## src/rtl/sqwb_pkg.sv

```systemverilog
// Shared definitions for the store queue writeback controller.
// Assumes: the cache port decodes the command codes below.
package sqwb_pkg;

    // Cache command codes presented on req_cmd.
    typedef enum logic [1:0] {
        CMD_WRITE  = 2'd0,
        CMD_STCOND = 2'd1,
        CMD_SWAP   = 2'd2
    } mem_cmd_e;

endpackage

```

## src/rtl/sqwb_cmd_select.sv

```systemverilog
// Picks the cache command for one store entry from its type flags.
// Swap wins over locked; an entry with neither flag is a plain write.
// Assumes: purely combinational, no state.
module sqwb_cmd_select
    import sqwb_pkg::*;
(
    input  logic       is_swap,
    input  logic       is_locked,
    output logic [1:0] cmd,
    output logic       is_stcond
);

    // Priority decode of the command code.
    always_comb begin
        if (is_swap) begin
            cmd = CMD_SWAP;
        end else if (is_locked) begin
            cmd = CMD_STCOND;
        end else begin
            cmd = CMD_WRITE;
        end
    end

    // Store-conditional only when locked and not a swap.
    assign is_stcond = is_locked && !is_swap;

endmodule

```

## src/rtl/sqwb_entry_store.sv

```systemverilog
// Circular store queue: allocation at the tail, commit marking by index,
// retirement at the head and one-cycle squash roll-back of the tail.
// Assumes: DEPTH is a power of two; sequence numbers rise from head to
// tail without wrapping; free_en is raised only for a valid, ready head;
// squash never reaches a committed entry.
module sqwb_entry_store #(
    parameter  int DEPTH = 8,
    parameter  int AW    = 32,
    parameter  int DW    = 64,
    parameter  int SEQW  = 16,
    localparam int IDXW  = $clog2(DEPTH),
    localparam int CNTW  = IDXW + 1
) (
    input  logic            clk,
    input  logic            rst_n,
    input  logic            alloc_valid,
    input  logic [SEQW-1:0] alloc_seq,
    input  logic [AW-1:0]   alloc_addr,
    input  logic [DW-1:0]   alloc_data,
    input  logic [1:0]      alloc_size,
    input  logic            alloc_swap,
    input  logic            alloc_locked,
    input  logic            commit_valid,
    input  logic [IDXW-1:0] commit_idx,
    input  logic            free_en,
    input  logic            squash_valid,
    input  logic [SEQW-1:0] squash_seq,
    output logic [IDXW-1:0] tail_idx,
    output logic [IDXW-1:0] head_idx,
    output logic [CNTW-1:0] count,
    output logic            full,
    output logic            head_valid,
    output logic            head_ready,
    output logic [SEQW-1:0] head_seq,
    output logic [AW-1:0]   head_addr,
    output logic [DW-1:0]   head_data,
    output logic [1:0]      head_size,
    output logic            head_swap,
    output logic            head_locked
);

    logic [DEPTH-1:0] vld_q;
    logic [DEPTH-1:0] rdy_q;
    logic [DEPTH-1:0] swap_q;
    logic [DEPTH-1:0] lock_q;
    logic [DEPTH-1:0] kill;
    logic [SEQW-1:0]  seq_q  [DEPTH];
    logic [AW-1:0]    addr_q [DEPTH];
    logic [DW-1:0]    data_q [DEPTH];
    logic [1:0]       size_q [DEPTH];
    logic [IDXW-1:0]  head_q;
    logic [IDXW-1:0]  tail_q;
    logic [CNTW-1:0]  cnt_q;
    logic [CNTW-1:0]  kill_cnt;
    logic             alloc_ok;

    // Full flag and allocation gate (squash has priority over allocation).
    assign full     = (cnt_q == CNTW'(DEPTH));
    assign alloc_ok = alloc_valid && !full && !squash_valid;

    // Mark younger entries for removal and count them.
    always_comb begin
        kill_cnt = '0;
        for (int i = 0; i < DEPTH; i++) begin
            kill[i] = squash_valid && vld_q[i] && (seq_q[i] > squash_seq)
                      && !(free_en && (head_q == IDXW'(i)));
            kill_cnt = kill_cnt + CNTW'(kill[i]);
        end
    end

    // Head, tail and occupancy bookkeeping.
    always_ff @(posedge clk) begin
        if (!rst_n) begin
            head_q <= '0;
            tail_q <= '0;
            cnt_q  <= '0;
        end else begin
            if (free_en) begin
                head_q <= head_q + IDXW'(1);
            end
            if (squash_valid) begin
                tail_q <= tail_q - kill_cnt[IDXW-1:0];
            end else if (alloc_ok) begin
                tail_q <= tail_q + IDXW'(1);
            end
            cnt_q <= cnt_q + CNTW'(alloc_ok) - CNTW'(free_en) - kill_cnt;
        end
    end

    // Per-entry state: allocate, squash, retire or mark ready.
    always_ff @(posedge clk) begin
        if (!rst_n) begin
            vld_q  <= '0;
            rdy_q  <= '0;
            swap_q <= '0;
            lock_q <= '0;
            for (int i = 0; i < DEPTH; i++) begin
                seq_q[i]  <= '0;
                addr_q[i] <= '0;
                data_q[i] <= '0;
                size_q[i] <= '0;
            end
        end else begin
            for (int i = 0; i < DEPTH; i++) begin
                if (alloc_ok && (tail_q == IDXW'(i))) begin
                    vld_q[i]  <= 1'b1;
                    rdy_q[i]  <= 1'b0;
                    swap_q[i] <= alloc_swap;
                    lock_q[i] <= alloc_locked;
                    seq_q[i]  <= alloc_seq;
                    addr_q[i] <= alloc_addr;
                    data_q[i] <= alloc_data;
                    size_q[i] <= alloc_size;
                end else if (kill[i] || (free_en && (head_q == IDXW'(i)))) begin
                    vld_q[i] <= 1'b0;
                    rdy_q[i] <= 1'b0;
                end else if (commit_valid && (commit_idx == IDXW'(i)) && vld_q[i]) begin
                    rdy_q[i] <= 1'b1;
                end
            end
        end
    end

    // Head entry view for the issue logic.
    assign tail_idx    = tail_q;
    assign head_idx    = head_q;
    assign count       = cnt_q;
    assign head_valid  = vld_q[head_q];
    assign head_ready  = rdy_q[head_q];
    assign head_seq    = seq_q[head_q];
    assign head_addr   = addr_q[head_q];
    assign head_data   = data_q[head_q];
    assign head_size   = size_q[head_q];
    assign head_swap   = swap_q[head_q];
    assign head_locked = lock_q[head_q];

endmodule

```

## src/rtl/sqwb_retry_hold.sv

```systemverilog
// Keeps one refused cache request and the blocked flag until a retry is
// accepted.
// Assumes: capture_en and release_en are never high together.
module sqwb_retry_hold #(
    parameter int AW = 32,
    parameter int DW = 64
) (
    input  logic          clk,
    input  logic          rst_n,
    input  logic          capture_en,
    input  logic          release_en,
    input  logic [1:0]    in_cmd,
    input  logic [AW-1:0] in_addr,
    input  logic [DW-1:0] in_data,
    input  logic [1:0]    in_size,
    output logic          blocked,
    output logic [1:0]    held_cmd,
    output logic [AW-1:0] held_addr,
    output logic [DW-1:0] held_data,
    output logic [1:0]    held_size
);

    // Capture on refusal, drop the copy once a resend is accepted.
    always_ff @(posedge clk) begin
        if (!rst_n) begin
            blocked   <= 1'b0;
            held_cmd  <= '0;
            held_addr <= '0;
            held_data <= '0;
            held_size <= '0;
        end else if (capture_en) begin
            blocked   <= 1'b1;
            held_cmd  <= in_cmd;
            held_addr <= in_addr;
            held_data <= in_data;
            held_size <= in_size;
        end else if (release_en) begin
            blocked   <= 1'b0;
            held_cmd  <= '0;
            held_addr <= '0;
            held_data <= '0;
            held_size <= '0;
        end
    end

endmodule

```

## src/rtl/sqwb_writeback_ctrl.sv

```systemverilog
// Store queue writeback controller. Drains committed stores in order to a
// cache request port, chooses the command per entry, retires failed
// store-conditionals locally, replays a refused request on retry, and
// reports each retirement one cycle later.
// Assumes: req_accept is only meaningful while req_valid is high.
module sqwb_writeback_ctrl #(
    parameter  int DEPTH = 8,
    parameter  int AW    = 32,
    parameter  int DW    = 64,
    parameter  int SEQW  = 16,
    localparam int IDXW  = $clog2(DEPTH),
    localparam int CNTW  = IDXW + 1
) (
    input  logic            clk,
    input  logic            rst_n,
    input  logic            alloc_valid,
    input  logic [SEQW-1:0] alloc_seq,
    input  logic [AW-1:0]   alloc_addr,
    input  logic [DW-1:0]   alloc_data,
    input  logic [1:0]      alloc_size,
    input  logic            alloc_swap,
    input  logic            alloc_locked,
    output logic [IDXW-1:0] sq_tail_idx,
    output logic [CNTW-1:0] sq_count,
    output logic            sq_full,
    input  logic            commit_valid,
    input  logic [IDXW-1:0] commit_idx,
    input  logic            squash_valid,
    input  logic [SEQW-1:0] squash_seq,
    input  logic            resv_ok,
    output logic            req_valid,
    output logic [1:0]      req_cmd,
    output logic [AW-1:0]   req_addr,
    output logic [DW-1:0]   req_data,
    output logic [1:0]      req_size,
    input  logic            req_accept,
    input  logic            retry_pulse,
    output logic            store_blocked,
    output logic            done_valid,
    output logic [IDXW-1:0] done_idx,
    output logic [SEQW-1:0] done_seq,
    output logic            done_sc_fail
);

    logic [IDXW-1:0] head_idx;
    logic            head_valid;
    logic            head_ready;
    logic [SEQW-1:0] head_seq;
    logic [AW-1:0]   head_addr;
    logic [DW-1:0]   head_data;
    logic [1:0]      head_size;
    logic            head_swap;
    logic            head_locked;
    logic [1:0]      head_cmd;
    logic            head_is_sc;
    logic            blocked;
    logic [1:0]      held_cmd;
    logic [AW-1:0]   held_addr;
    logic [DW-1:0]   held_data;
    logic [1:0]      held_size;
    logic            issue_ok;
    logic            sc_fail_now;
    logic            fresh_req;
    logic            accepted;
    logic            free_en;
    logic            capture_en;
    logic            release_en;

    sqwb_entry_store #(
        .DEPTH (DEPTH),
        .AW    (AW),
        .DW    (DW),
        .SEQW  (SEQW)
    ) u_store (
        .clk          (clk),
        .rst_n        (rst_n),
        .alloc_valid  (alloc_valid),
        .alloc_seq    (alloc_seq),
        .alloc_addr   (alloc_addr),
        .alloc_data   (alloc_data),
        .alloc_size   (alloc_size),
        .alloc_swap   (alloc_swap),
        .alloc_locked (alloc_locked),
        .commit_valid (commit_valid),
        .commit_idx   (commit_idx),
        .free_en      (free_en),
        .squash_valid (squash_valid),
        .squash_seq   (squash_seq),
        .tail_idx     (sq_tail_idx),
        .head_idx     (head_idx),
        .count        (sq_count),
        .full         (sq_full),
        .head_valid   (head_valid),
        .head_ready   (head_ready),
        .head_seq     (head_seq),
        .head_addr    (head_addr),
        .head_data    (head_data),
        .head_size    (head_size),
        .head_swap    (head_swap),
        .head_locked  (head_locked)
    );

    sqwb_cmd_select u_cmd (
        .is_swap   (head_swap),
        .is_locked (head_locked),
        .cmd       (head_cmd),
        .is_stcond (head_is_sc)
    );

    sqwb_retry_hold #(
        .AW (AW),
        .DW (DW)
    ) u_hold (
        .clk        (clk),
        .rst_n      (rst_n),
        .capture_en (capture_en),
        .release_en (release_en),
        .in_cmd     (head_cmd),
        .in_addr    (head_addr),
        .in_data    (head_data),
        .in_size    (head_size),
        .blocked    (blocked),
        .held_cmd   (held_cmd),
        .held_addr  (held_addr),
        .held_data  (held_data),
        .held_size  (held_size)
    );

    // Issue decision for the head entry.
    assign issue_ok    = head_valid && head_ready && !blocked;
    assign sc_fail_now = issue_ok && head_is_sc && !resv_ok;
    assign fresh_req   = issue_ok && !sc_fail_now;

    // Request mux: held copy during a retry, head entry otherwise.
    always_comb begin
        if (blocked) begin
            req_valid = retry_pulse;
            req_cmd   = held_cmd;
            req_addr  = held_addr;
            req_data  = held_data;
            req_size  = held_size;
        end else begin
            req_valid = fresh_req;
            req_cmd   = head_cmd;
            req_addr  = head_addr;
            req_data  = head_data;
            req_size  = head_size;
        end
    end

    // Handshake outcome: retire, block or release.
    assign accepted   = req_valid && req_accept;
    assign free_en    = accepted || sc_fail_now;
    assign capture_en = fresh_req && !req_accept;
    assign release_en = blocked && retry_pulse && req_accept;
    assign store_blocked = blocked;

    // Completion report one cycle after retirement.
    always_ff @(posedge clk) begin
        if (!rst_n) begin
            done_valid   <= 1'b0;
            done_idx     <= '0;
            done_seq     <= '0;
            done_sc_fail <= 1'b0;
        end else begin
            done_valid   <= free_en;
            done_idx     <= head_idx;
            done_seq     <= head_seq;
            done_sc_fail <= sc_fail_now;
        end
    end

endmodule

```

## config.mk

```make
export PLATFORM = sky130hd
export DESIGN_NAME = sqwb_writeback_ctrl
export DESIGN_NICKNAME = d
export VERILOG_FILES = /design/src/rtl/sqwb_pkg.sv /design/src/rtl/sqwb_cmd_select.sv /design/src/rtl/sqwb_entry_store.sv /design/src/rtl/sqwb_retry_hold.sv /design/src/rtl/sqwb_writeback_ctrl.sv
export SDC_FILE = /design/constraint.sdc
export NUM_CORES = 2
export LEC_CHECK = 0
export BUFFER_PORTS_ARGS = -buffer_cell sky130_fd_sc_hd__buf_4
export CAP_MARGIN = 15
export CORE_MARGIN = 2
export CORE_UTILIZATION = 25
export DETAILED_ROUTE_END_ITERATION = 6
export PLACE_DENSITY = 0.37
export SLEW_MARGIN = 10
export SYNTH_ARGS = -nofsm -noshare
export SYNTH_HDL_FRONTEND = slang
export SYNTH_SLANG_ARGS = --single-unit
```

## constraint.sdc

```tcl
create_clock -name clk -period 6.3 [get_ports clk]
set_input_delay 1.26 -clock clk [delete_from_list [all_inputs] [get_ports clk]]
set_output_delay 1.26 -clock clk [all_outputs]
set_load 0.03 [all_outputs]
```

==> results.json <==
{
  "result_of_the_run": "finished clean",
  "critical_path_arrival_ns": 6.71,
  "synthesis.nets": 3841,
  "clkSinkCount": 1079,
  "min_path_cells": 2,
  "yosys.cell_types.count": 58,
  "critical_path.startpoint_type": "input port",
  "num-fill-cells": 19631,
  "place.detailed.instances": 6366,
  "power.switching_fraction": 0.259,
  "total_wire_length_mm": 171,
  "numCtsBuffers": 138,
  "cts_buffer_depth": 3,
  "timing.max_slew.rel_slack": 0.305,
  "dpl-instance-area_sq_um": 55000,
  "synth-compound-area-share": 0.0202,
  "drt-vias-per-instance": 4.52,
  "synth-adder-area-share": 0.0392,
  "grt.overflow.total": 0,
  "drt_drc_violations_left": 0,
  "yosysWarnings": 0,
  "wl_per_cell_um": 25.8,
  "design.portCount": 274,
  "cts_tree": "yes",
  "place.gp.congestion": 0.789,
  "ys.flop_type": "sky130_fd_sc_hd__edfxtp_1",
  "final_layout_size_suffix_gt1_frac": 0.270,
  "dp_hpwl_mm": 98.5,
  "cts-htree-levels": 4,
  "drv.max_cap_violation_count": 0,
  "grt_max_degree": 128,
  "synth_enable_flop_cells": 912,
  "finalNonFillerCells": 6624,
  "tightest_pin_transition_ns": 1.04,
  "combinational_family_with_the_most_area_after_synthesis": "multiplexers",
  "port_buffers": 273,
  "asyncSetResetFlopFracSynth": 0,
  "final_cell_area_sq_um": 59500,
  "total_switching_power_mw": 4.62,
  "synth-simple-area-share": 0.106,
  "synth.top_cell.area_share": 0.558,
  "shortest_clock_period_the_worst_path_allows_after_layout_ns": 6.06,
  "yosys_top_cell_by_area": "sky130_fd_sc_hd__edfxtp_1",
  "synth_mux_area_frac": 0.177,
  "syn-cell-area_sq_um": 49100,
  "clockRootBuffer": "sky130_fd_sc_hd__clkbuf_16",
  "ff_latch_area_sq_um": 30700,
  "power_leakage_nw": 23.0,
  "comb_power_share": 0.097,
  "first_global_vias": 31846,
  "final-setup-viol-count": 0,
  "design.core.area_sq_um": 195000,
  "firstDrtPassIters": 5,
  "finalNetCount": 4174,
  "cp_max_fo": 3,
  "hold_path.class": "reg -> reg",
  "multi_input_comb_area_sq_um": 17100,
  "clk_latency_ns": 0.80,
  "critPathCaptureType": "flip-flop",
  "grt_setup_unrepaired": "no",
  "grt_antenna_before_repair": 5,
  "proportion_of_power_drawn_by_flip_flops_and_latches": 0.466,
  "die_y_um": 447,
  "die_outline_width_um": 447,
  "finalClockSkew_ns": 0.0367,
  "fp.dieArea_sq_um": 200000,
  "synth_seq_area_share": 0.626,
  "synthXorXnorAreaFrac": 0.00125,
  "dr.first_iter.drc_count": 1731,
  "cell_row_count": 162,
  "grt_pass1_wl_mm": 244,
  "synthesis.area_per_instance_sq_um": 13.8,
  "route.antenna.remaining_nets": 0,
  "global_route_usage_over_all_layers": 0.171,
  "max_slew_violation_total_from_the_final_report": 0,
  "post_cts_hold_buffer_count": 0,
  "post_syn_instances": 3549,
  "fmaxAchievable_ghz": 0.165,
  "internal_power_mw": 13.2,
  "areaGrowthSynthToFinish_pct": 21.2,
  "clk_pin_slew_worst_paths_ns": 0.06,
  "overall_via_count_from_detail_route": 29935,
  "ir_drop_mv": 0.238,
  "timing.final.hold_violations": 0,
  "p_clk_frac": 0.437,
  "worst-setup-path-type": "in -> reg",
  "leading_cell_types_by_count_after_synthesis": "sky130_fd_sc_hd__edfxtp_1 (912), sky130_fd_sc_hd__nor2_1 (828), sky130_fd_sc_hd__mux4_2 (234)",
  "yosys_register_bits": 1079,
  "initial_standard_cell_utilization_of_the_core": 0.252,
  "cp_data_required_time_ns": 6.95,
  "post-synth-top-count-cell": "sky130_fd_sc_hd__edfxtp_1",
  "synth_top_area_cells": "sky130_fd_sc_hd__edfxtp_1 (56%), sky130_fd_sc_hd__mux4_2 (11%), sky130_fd_sc_hd__dfxtp_1 (6.8%)",
  "power.density_cell_area_nw_per_um2": 300,
  "cell_depth_of_the_worst_flop_to_flop_path": 22,
  "min_period_over_period": 0.962
}
critical path, stage by stage:
cell and delay, ns:
sky130_fd_sc_hd__buf_4 0.10, sky130_fd_sc_hd__clkinvlp_4 0.11, sky130_fd_sc_hd__ha_4 0.25, sky130_fd_sc_hd__and2_1 0.16, sky130_fd_sc_hd__a221o_1 0.32, sky130_fd_sc_hd__a221oi_2 0.31
sky130_fd_sc_hd__buf_4 0.18, sky130_fd_sc_hd__a21oi_2 0.09, sky130_fd_sc_hd__nor2b_1 0.16, sky130_fd_sc_hd__ha_1 0.27, sky130_fd_sc_hd__inv_1 0.05, sky130_fd_sc_hd__fa_1 0.51
sky130_fd_sc_hd__fa_1 0.50, sky130_fd_sc_hd__inv_1 0.05, sky130_fd_sc_hd__fa_2 0.34, sky130_fd_sc_hd__fa_1 0.52, sky130_fd_sc_hd__inv_1 0.06, sky130_fd_sc_hd__fa_1 0.44
sky130_fd_sc_hd__ha_2 0.19, sky130_fd_sc_hd__fa_2 0.33, sky130_fd_sc_hd__xnor2_1 0.17, sky130_fd_sc_hd__xnor2_1 0.15, sky130_fd_sc_hd__xnor2_1 0.14, sky130_fd_sc_hd__nor2_1 0.06
state kept, by name (all words and copies together), names as in the netlist, 2 cells and up, named ones only:
register          cells
u_hold.held_size      2
u_store.tail_idx      3
u_hold.held_data     64
u_store.vld_q         8
done_idx              3
u_store.lock_q        8
u_store.seq_q       128
u_store.addr_q      256
u_store.head_idx      3
done_seq             16
u_store.count         4
u_store.swap_q        8
u_hold.held_cmd       2
u_store.data_q      512
u_hold.held_addr     32
u_store.rdy_q         8
u_store.size_q       16
layer usage:
layer | routed length, um | global-route usage | up-vias | part of all wire
li1 | - | - | 13595 | -
met1 | 75600 | 0.222 | 15652 | 0.44
met2 | 87300 | 0.300 | 511 | 0.51
met3 | 5040 | 0.0222 | 177 | 0.029
met4 | 3210 | 0.0404 | 0 | 0.019
met5 | 0 | 0 | - | 0
logic make-up after synthesis:
group                    Yosys count
AO/OA/AOI/OAI                    152
XOR/XNOR                           7
adder cells (fa/ha/maj)          149
buffers and inverters            367
flip-flops                      1079
multiplexers                     549
AND/OR/NAND/NOR                 1246
path summary, 6_finish.rpt:
kind	endpoint	slack (ns)	start
worst max-delay path	u_store.count[3]	0.24	squash_seq[11]
worst min register to register	u_store.lock_q[1]	0.50	u_store.lock_q[1]
worst min-delay path	u_store.lock_q[1]	0.50	u_store.lock_q[1]
worst max register to register	u_store.count[3]	0.41	u_store.head_idx[2]
power groups by stage:
stage,Combinational (mW),Sequential [mW],Clock [mW]
floorplan,0.911,8.46,0
global placement,1.79,8.47,0
detailed placement,1.79,8.47,0
CTS,1.80,8.33,8.04
global route,1.88,8.35,8.29
finish,1.73,8.32,7.79
what timing repair did:
| action | 4_1_cts | 5_1_grt |
|---|---|---|
| buffers inserted | 0 | 0 |
| endpoints found under the setup margin | 0 | 1 |
| resized for setup | 0 | 5 |
layout make-up:
cell class | instances | area share
Sequential cell | 1079 | 0.517
Multi-Input combinational cell | 2103 | 0.287
Clock buffer | 180 | 0.0631
Timing Repair Buffer | 403 | 0.0558
Tap cell | 2624 | 0.0552
Clock inverter | 73 | 0.0117
Inverter | 157 | 0.0102
Antenna cell | 5 | 0.000210
per-stage QoR:
step / setup slack [ns] / hold slack, ns / utilization / setup TNS [ns] / power (mW)
2_1_floorplan: -0.0655 / 0.456 / - / -0.0655 / 9.37
3_3_place_gp: -0.780 / 0.477 / 0.282 / -1.62 / 10.3
3_5_place_dp: -0.697 / 0.488 / 0.282 / -1.28 / 10.3
4_1_cts: 0.140 / 0.502 / 0.305 / 0 / 18.2
5_1_grt: 0.0163 / 0.535 / 0.305 / 0 / 18.5
6_report: 0.237 / 0.499 / 0.305 / 0 / 17.8
cell usage in the layout (no fill, tap or decap), drive strengths merged, types with 17 or more instances in the layout:
cell / Yosys / final
a21oi: 59 / 59
and2: 108 / 108
buf: 54 / 403
clkbuf: 156 / 180
clkinv: 1 / 57
dfxtp: 167 / 167
edfxtp: 912 / 912
ha: 141 / 141
inv: 156 / 160
mux2: 198 / 198
mux2i: 117 / 117
mux4: 234 / 234
nand2: 202 / 202
nand4: 24 / 24
nor2: 828 / 828
nor2b: 17 / 17
o21ai: 18 / 18
Note: power is estimated with default switching activity, not from simulation.
